**config.mk**
```make
export PLATFORM = sky130hd
export DESIGN_NAME = dbg_mbox_chan
export DESIGN_NICKNAME = d
export VERILOG_FILES = /design/src/rtl/dbg_mbox_pkg.sv /design/src/rtl/mbox_slot.sv /design/src/rtl/mbox_status.sv /design/src/rtl/mbox_dbg_port.sv /design/src/rtl/mbox_core_port.sv /design/src/rtl/dbg_mbox_chan.sv
export SDC_FILE = /design/constraint.sdc
export NUM_CORES = 1
export LEC_CHECK = 0
export ABC_AREA = 1
export CORE_ASPECT_RATIO = 1.1
export CORE_MARGIN = 8
export CORE_UTILIZATION = 49
export CTS_BUF_LIST = sky130_fd_sc_hd__clkbuf_4
export CTS_CLUSTER_DIAMETER = 100
export DETAILED_ROUTE_END_ITERATION = 7
export GPL_TIMING_DRIVEN = 0
export PLACE_DENSITY = 0.81
export SETUP_SLACK_MARGIN = 0.5
export SLEW_MARGIN = 0
export SYNTH_ARGS = -nofsm -noshare
export SYNTH_HDL_FRONTEND = slang
export SYNTH_HIERARCHICAL = 1
export SYNTH_SLANG_ARGS = --single-unit
```
**constraint.sdc**
```tcl
create_clock -name clk -period 1.95 [get_ports clk]
set_clock_uncertainty 0.15 [all_clocks]
set_input_delay 0.39 -clock clk [delete_from_list [all_inputs] [get_ports clk]]
set_output_delay 0.39 -clock clk [all_outputs]
set_load 0.02 [all_outputs]
```
**src/rtl/dbg_mbox_pkg.sv**
```systemverilog
package dbg_mbox_pkg;
  localparam int unsigned NUM_CH    = 2;
  localparam int unsigned CH_IN     = 0;
  localparam int unsigned CH_OUT    = 1;
  localparam int unsigned DBG_ADR_W = 2;

  typedef enum logic [DBG_ADR_W-1:0] {
    REG_STAT = 2'd0,
    REG_IN   = 2'd1,
    REG_OUT  = 2'd2,
    REG_RSVD = 2'd3
  } dbg_reg_e;
endpackage

```
**src/rtl/mbox_slot.sv**
```systemverilog
module mbox_slot #(
  parameter int unsigned DATA_W = 32
) (
  input  logic              clk,
  input  logic              rst_n,
  input  logic              load_req,
  input  logic [DATA_W-1:0] load_data,
  input  logic              drain_req,
  output logic              full,
  output logic [DATA_W-1:0] word,
  output logic [DATA_W-1:0] drain_data
);
  logic load_ok;
  logic full_d;

  // A load is accepted only into an empty slot; a drain after it empties it.
  assign load_ok = load_req & ~full;
  assign full_d  = (full | load_ok) & ~drain_req;

  // Drain view: stored word, or the word being loaded this cycle, else zero.
  always_comb begin
    if (full)         drain_data = word;
    else if (load_ok) drain_data = load_data;
    else              drain_data = '0;
  end

  always_ff @(posedge clk or negedge rst_n) begin
    if (!rst_n) begin
      full <= 1'b0;
      word <= '0;
    end else begin
      full <= full_d;
      if (load_ok) word <= load_data;
    end
  end
endmodule

```
**src/rtl/mbox_status.sv**
```systemverilog
module mbox_status #(
  parameter int unsigned DATA_W  = 32,
  parameter int unsigned IN_BIT  = 30,
  parameter int unsigned OUT_BIT = 29
) (
  input  logic              in_full,
  input  logic              out_full,
  output logic [DATA_W-1:0] status
);
  always_comb begin
    status          = '0;
    status[IN_BIT]  = in_full;
    status[OUT_BIT] = out_full;
  end
endmodule

```
**src/rtl/mbox_dbg_port.sv**
```systemverilog
module mbox_dbg_port
  import dbg_mbox_pkg::*;
#(
  parameter int unsigned DATA_W = 32
) (
  input  logic                 dbg_sel,
  input  logic                 dbg_wr,
  input  logic [DBG_ADR_W-1:0] dbg_addr,
  input  logic [DATA_W-1:0]    status,
  input  logic [DATA_W-1:0]    out_drain_data,
  output logic                 in_load,
  output logic                 out_drain,
  output logic [DATA_W-1:0]    dbg_rdata
);
  logic rd_acc;
  logic wr_acc;

  assign rd_acc    = dbg_sel & ~dbg_wr;
  assign wr_acc    = dbg_sel & dbg_wr;
  assign in_load   = wr_acc & (dbg_addr == REG_IN);
  assign out_drain = rd_acc & (dbg_addr == REG_OUT);

  always_comb begin
    dbg_rdata = '0;
    if (rd_acc) begin
      unique case (dbg_addr)
        REG_STAT: dbg_rdata = status;
        REG_OUT:  dbg_rdata = out_drain_data;
        default:  dbg_rdata = '0;
      endcase
    end
  end
endmodule

```
**src/rtl/mbox_core_port.sv**
```systemverilog
module mbox_core_port #(
  parameter int unsigned DATA_W = 32
) (
  input  logic              core_stat_rd,
  input  logic              core_rd,
  input  logic              core_wr,
  input  logic [DATA_W-1:0] status,
  input  logic [DATA_W-1:0] in_drain_data,
  output logic              in_drain,
  output logic              out_load,
  output logic [DATA_W-1:0] core_rdata
);
  assign in_drain = core_rd;
  assign out_load = core_wr;

  always_comb begin
    if (core_rd)           core_rdata = in_drain_data;
    else if (core_stat_rd) core_rdata = status;
    else                   core_rdata = '0;
  end
endmodule

```
**src/rtl/dbg_mbox_chan.sv**
```systemverilog
module dbg_mbox_chan
  import dbg_mbox_pkg::*;
#(
  parameter int unsigned DATA_W  = 32,
  parameter int unsigned IN_BIT  = 30,
  parameter int unsigned OUT_BIT = 29
) (
  input  logic                 clk,
  input  logic                 rst_n,
  input  logic                 core_stat_rd,
  input  logic                 core_rd,
  output logic [DATA_W-1:0]    core_rdata,
  input  logic                 core_wr,
  input  logic [DATA_W-1:0]    core_wdata,
  input  logic                 dbg_sel,
  input  logic                 dbg_wr,
  input  logic [DBG_ADR_W-1:0] dbg_addr,
  input  logic [DATA_W-1:0]    dbg_wdata,
  output logic [DATA_W-1:0]    dbg_rdata
);
  logic [NUM_CH-1:0] load_w;
  logic [NUM_CH-1:0] drain_w;
  logic [NUM_CH-1:0] full_w;
  logic [DATA_W-1:0] load_data_w  [NUM_CH];
  logic [DATA_W-1:0] word_w       [NUM_CH];
  logic [DATA_W-1:0] drain_data_w [NUM_CH];
  logic [DATA_W-1:0] status_w;

  logic in_load, in_drain, out_load, out_drain;

  assign load_w[CH_IN]       = in_load;
  assign drain_w[CH_IN]      = in_drain;
  assign load_data_w[CH_IN]  = dbg_wdata;
  assign load_w[CH_OUT]      = out_load;
  assign drain_w[CH_OUT]     = out_drain;
  assign load_data_w[CH_OUT] = core_wdata;

  for (genvar g = 0; g < NUM_CH; g++) begin : g_slot
    mbox_slot #(.DATA_W(DATA_W)) u_slot (
      .clk        (clk),
      .rst_n      (rst_n),
      .load_req   (load_w[g]),
      .load_data  (load_data_w[g]),
      .drain_req  (drain_w[g]),
      .full       (full_w[g]),
      .word       (word_w[g]),
      .drain_data (drain_data_w[g])
    );
  end

  mbox_status #(.DATA_W(DATA_W), .IN_BIT(IN_BIT), .OUT_BIT(OUT_BIT)) u_status (
    .in_full  (full_w[CH_IN]),
    .out_full (full_w[CH_OUT]),
    .status   (status_w)
  );

  mbox_dbg_port #(.DATA_W(DATA_W)) u_dbg (
    .dbg_sel        (dbg_sel),
    .dbg_wr         (dbg_wr),
    .dbg_addr       (dbg_addr),
    .status         (status_w),
    .out_drain_data (drain_data_w[CH_OUT]),
    .in_load        (in_load),
    .out_drain      (out_drain),
    .dbg_rdata      (dbg_rdata)
  );

  mbox_core_port #(.DATA_W(DATA_W)) u_core (
    .core_stat_rd  (core_stat_rd),
    .core_rd       (core_rd),
    .core_wr       (core_wr),
    .status        (status_w),
    .in_drain_data (drain_data_w[CH_IN]),
    .in_drain      (in_drain),
    .out_load      (out_load),
    .core_rdata    (core_rdata)
  );
endmodule

```
==> metrics.txt, run 1 <==
# TYPE chip_impl_metric gauge
chip_impl_metric{name="worst-path-max-fanout",unit=""} 5
chip_impl_metric{name="report.power.total",unit="mW"} 4.391
chip_impl_metric{name="synth-seq-area-share",unit="%"} 35.70
chip_impl_metric{name="gp_congestion",unit=""} 0.8690
chip_impl_metric{name="setup_ws",unit="ns"} -0.2703
chip_impl_info{name="setup_repair_after_global_routing_missed_its_margin",value="true"} 1
chip_impl_info{name="cts_tree",value="done"} 1
chip_impl_info{name="ys_top_cells_by_area",value="sky130_fd_sc_hd__dfrtp_1 36%, sky130_fd_sc_hd__nand2_1 29%, sky130_fd_sc_hd__nand3_1 16%"} 1
chip_impl_metric{name="port_buffers",unit=""} 134
chip_impl_info{name="layout.cells.most_common_list",value="240 x sky130_fd_sc_hd__nand2_1, 112 x sky130_fd_sc_hd__nand2_2, 79 x sky130_fd_sc_hd__buf_6"} 1
chip_impl_info{name="netlist.top_cell.by_area",value="sky130_fd_sc_hd__dfrtp_1"} 1
chip_impl_metric{name="grt_start_max_net_pins",unit=""} 67
chip_impl_metric{name="via_count",unit=""} 5461
chip_impl_metric{name="area_grow_syn2layout",unit="%"} 71.33
chip_impl_metric{name="grt.total_usage",unit="%"} 25.16
chip_impl_metric{name="global_route.usage.met2",unit="%"} 45.30
chip_impl_metric{name="fp-row-count",unit=""} 37
chip_impl_metric{name="htree_levels",unit=""} 3
chip_impl_info{name="min-delay-path-class",value="in -> reg"} 1
chip_impl_metric{name="leakage",unit="nW"} 4.028
chip_impl_metric{name="clock_insertion_delay_worst_skew",unit="ns"} 0.41
chip_impl_metric{name="floorplan.initialDensity",unit="%"} 49.96
chip_impl_metric{name="ys_ff_latch",unit=""} 66
chip_impl_metric{name="synthDominantCellAreaShare",unit="%"} 35.70
chip_impl_metric{name="tritoncts.num_buffers",unit=""} 9
chip_impl_metric{name="cp.arrival",unit="ns"} 1.68
chip_impl_info{name="path_cells",value="buf_6, clkinv_8, buf_12, buf_12, nand3_4, nand2_2, nand2_2, nand2_2, buf_6"} 1
chip_impl_metric{name="number_of_global_route_vias_before_repair",unit=""} 5291
chip_impl_metric{name="detailedRoute.firstPassIterationCount",unit=""} 6
chip_impl_info{name="worst_path_dominant_cell_family",value="buffers and inverters"} 1
chip_impl_metric{name="met3_usage",unit="%"} 3.943
chip_impl_metric{name="power-per-cell-area",unit="nW/um^2"} 554.0
chip_impl_metric{name="cp_num_buf_inv",unit=""} 5
chip_impl_metric{name="final_period_minus_worst_setup_slack",unit="ns"} 2.220
chip_impl_metric{name="netlist-cell-type-count",unit=""} 18
chip_impl_metric{name="routed_wl",unit="mm"} 18.48
chip_impl_metric{name="post_synth.cell_area_avg",unit="um^2"} 6.792
chip_impl_info{name="most_common_cell_after_layout_fill_and_taps_aside",value="sky130_fd_sc_hd__nand2_1"} 1
chip_impl_info{name="setup.worst_path.end_class",value="primary output"} 1
chip_impl_metric{name="grt_pass1_wl",unit="mm"} 25.99
chip_impl_info{name="setup.worst_path.class",value="reg -> out"} 1
chip_impl_metric{name="final_cells",unit=""} 1013
chip_impl_info{name="grt_most_used_layer",value="met2"} 1
chip_impl_metric{name="floorplan.core_area",unit="um^2"} 9259
chip_impl_metric{name="antenna_found_initial",unit=""} 1
chip_impl_metric{name="cpPeakStageDelay",unit="ns"} 0.39
chip_impl_info{name="status",value="finished with violations"} 1
chip_impl_metric{name="gate_count_after_technology_mapping",unit=""} 681
chip_impl_metric{name="slew_headroom",unit="%"} 57.84
chip_impl_metric{name="drt_iter0_drc",unit=""} 380
chip_impl_metric{name="final_core_utilization",unit="%"} 85.59
chip_impl_metric{name="overflow",unit=""} 0
chip_impl_metric{name="clk_path_buf_depth",unit=""} 2
chip_impl_metric{name="dp.cells",unit=""} 961
chip_impl_metric{name="num-fill-cells",unit=""} 498
chip_impl_info{name="failed_checks",value="negative setup slack"} 1
chip_impl_metric{name="r2r_slack",unit="ns"} 0.49
chip_impl_metric{name="max_slew.worst_pin.slew",unit="ns"} 0.6323
chip_impl_metric{name="timing.final.max_slew_violations",unit=""} 0
chip_impl_metric{name="top_level_ports",unit=""} 137
chip_impl_metric{name="detailed_place_hpwl",unit="mm"} 11.32
chip_impl_metric{name="highest_clock_rate",unit="GHz"} 0.4504
chip_impl_metric{name="setup_viol",unit=""} 64
chip_impl_metric{name="drt.antenna.violating_nets",unit=""} 0
chip_impl_metric{name="post-route-period-util",unit="%"} 113.9
chip_impl_metric{name="die_width",unit="um"} 108.6
chip_impl_metric{name="synth_area",unit="um^2"} 4626
chip_impl_metric{name="clk_pin_slew_worst_paths",unit="ns"} 0.10
chip_impl_metric{name="routed_wire_length_per_instance",unit="um"} 18.24
chip_impl_metric{name="vias_per_cell",unit=""} 5.391
chip_impl_metric{name="yosys_warnings",unit=""} 6
chip_impl_metric{name="cts_sinks",unit=""} 66
chip_impl_metric{name="grt_use_met1",unit="%"} 28.30
chip_impl_metric{name="drc",unit=""} 0
chip_impl_metric{name="cp.required",unit="ns"} 1.41
chip_impl_metric{name="timing_hold_violations_final",unit=""} 0
chip_impl_info{name="worstSetupStartpointType",value="register"} 1
chip_impl_info{name="critPathMostFrequentCell",value="sky130_fd_sc_hd__nand2_2"} 1
chip_impl_metric{name="drive_above_1_share",unit="%"} 46.70
chip_impl_info{name="cts-root-buf",value="sky130_fd_sc_hd__clkbuf_4"} 1
chip_impl_metric{name="vdd.ir_drop.worst",unit="uV"} 430.4
chip_impl_metric{name="die-area",unit="um^2"} 12810
chip_impl_metric{name="max_cap_violations",unit=""} 0
chip_impl_metric{name="dieHeight",unit="um"} 117.9
chip_impl_metric{name="final_nets",unit=""} 963
chip_impl_info{name="worst_path_max_delay_cell",value="sky130_fd_sc_hd__dfrtp_1"} 1
-- per-layer routing --
layer,vias up,wire (um)
met1,2606,6627
li1,2530,-
met4,0,610
met3,53,1157
met2,272,10080
met5,-,0
-- Yosys cell counts, drive strengths merged --
master and count:
nor3 1, nand3 160, buf 85, conb 1, and2 1, nor2 7, nand2 355, inv 5
dfrtp 66
-- sequential cells by signal, summed over array words and instances, names as in the netlist --
signal,count
g_slot.u_slot/full,2
g_slot.u_slot/word,64
-- cell type report --
cell class / count / area [um^2] / area share [%]
Multi-Input combinational cell: 554 / 3301 / 41.65
Timing Repair Buffer: 168 / 1814 / 22.89
Sequential cell: 66 / 1652 / 20.84
Buffer: 85 / 817.0 / 10.31
Tap cell: 117 / 146.4 / 1.847
Clock buffer: 12 / 90.09 / 1.137
Inverter: 5 / 51.30 / 0.6473
Clock inverter: 4 / 42.54 / 0.5368
Timing Repair inverter: 1 / 8.758 / 0.1105
Antenna cell: 1 / 2.502 / 0.03158
-- worst reg2reg max path, delay by kind of cell, from the launching register on --
| kind | cells | cell delay (ns) |
|---|---|---|
| AND/OR/NAND/NOR | 2 | 0.12 |
| buffers and inverters | 6 | 0.71 |
| flip-flops | 1 | 0.39 |
-- stage by stage --
stage	setup TNS, ns	setup slack (ns)	hold WS [ns]	area, um^2
6_report	-13.23	-0.2703	0.2511	7925
5_1_grt	-17.41	-0.3398	0.2421	7925
4_1_cts	-12.31	-0.2628	0.2252	7236
3_5_place_dp	-61.45	-1.122	0.3084	6614
3_3_place_gp	-183.96	-1.881	0.3032	6616
2_1_floorplan	0	0.2597	-0.05559	5129
-- cells by family after synthesis --
group / count (synthesis) / share of synthesized area (%)
simple gates: 524 / 48.61
other cells: 1 / 0.08107
buf+inv: 90 / 15.61
flops: 66 / 35.70
-- report_power, final --
part | total, mW | switching, mW | internal (mW)
Clock | 0.928 | 0.502 | 0.426
Combinational | 1.60 | 0.894 | 0.709
Sequential | 1.86 | 0.193 | 1.67
-- what timing repair did --
action                                 4_1_cts  5_1_grt
setup buffers                               10       16
hold buffers                                 2        0
setup endpoints to repair                   97      130
gates resized for setup                    452      107
pin swaps                                    9       56
cloned                                       3        4
endpoints found under the hold margin       67        0
-- final timing paths --
kind	from	to	depth (start not counted)
worst min-delay path	core_wr	g_slot[1].u_slot/word[1]	4
worst min register to register	g_slot[1].u_slot/word[5]	g_slot[1].u_slot/word[5]	2
worst max-delay path	g_slot[0].u_slot/full	core_rdata[21]	9
min in group asynchronous	rst_n	g_slot[1].u_slot/word[0]	2
max in group asynchronous	rst_n	g_slot[0].u_slot/word[10]	2
worst max register to register	g_slot[0].u_slot/full	g_slot[0].u_slot/word[30]	8
(Power assumes the default switching activity.)
==> inputs of run 2 (changes only) <==
--- a/config.mk
+++ b/config.mk
@@ -6,6 +6,7 @@
 export NUM_CORES = 1
 export LEC_CHECK = 0
 export ABC_AREA = 1
+export CAP_MARGIN = 20
 export CORE_ASPECT_RATIO = 1.1
 export CORE_MARGIN = 8
 export CORE_UTILIZATION = 49
==> results of run 2 <==
The final DEF is identical to that of run 1; final timing and power are the same.
==> inputs of run 3 (changes only) <==
--- a/config.mk
+++ b/config.mk
@@ -6,6 +6,7 @@
 export NUM_CORES = 1
 export LEC_CHECK = 0
 export ABC_AREA = 1
+export ABC_CLOCK_PERIOD_IN_PS = 1950
 export CAP_MARGIN = 20
 export CORE_ASPECT_RATIO = 1.1
 export CORE_MARGIN = 8
==> results of run 3 <==
The final DEF is identical to that of run 1; final timing and power are the same.
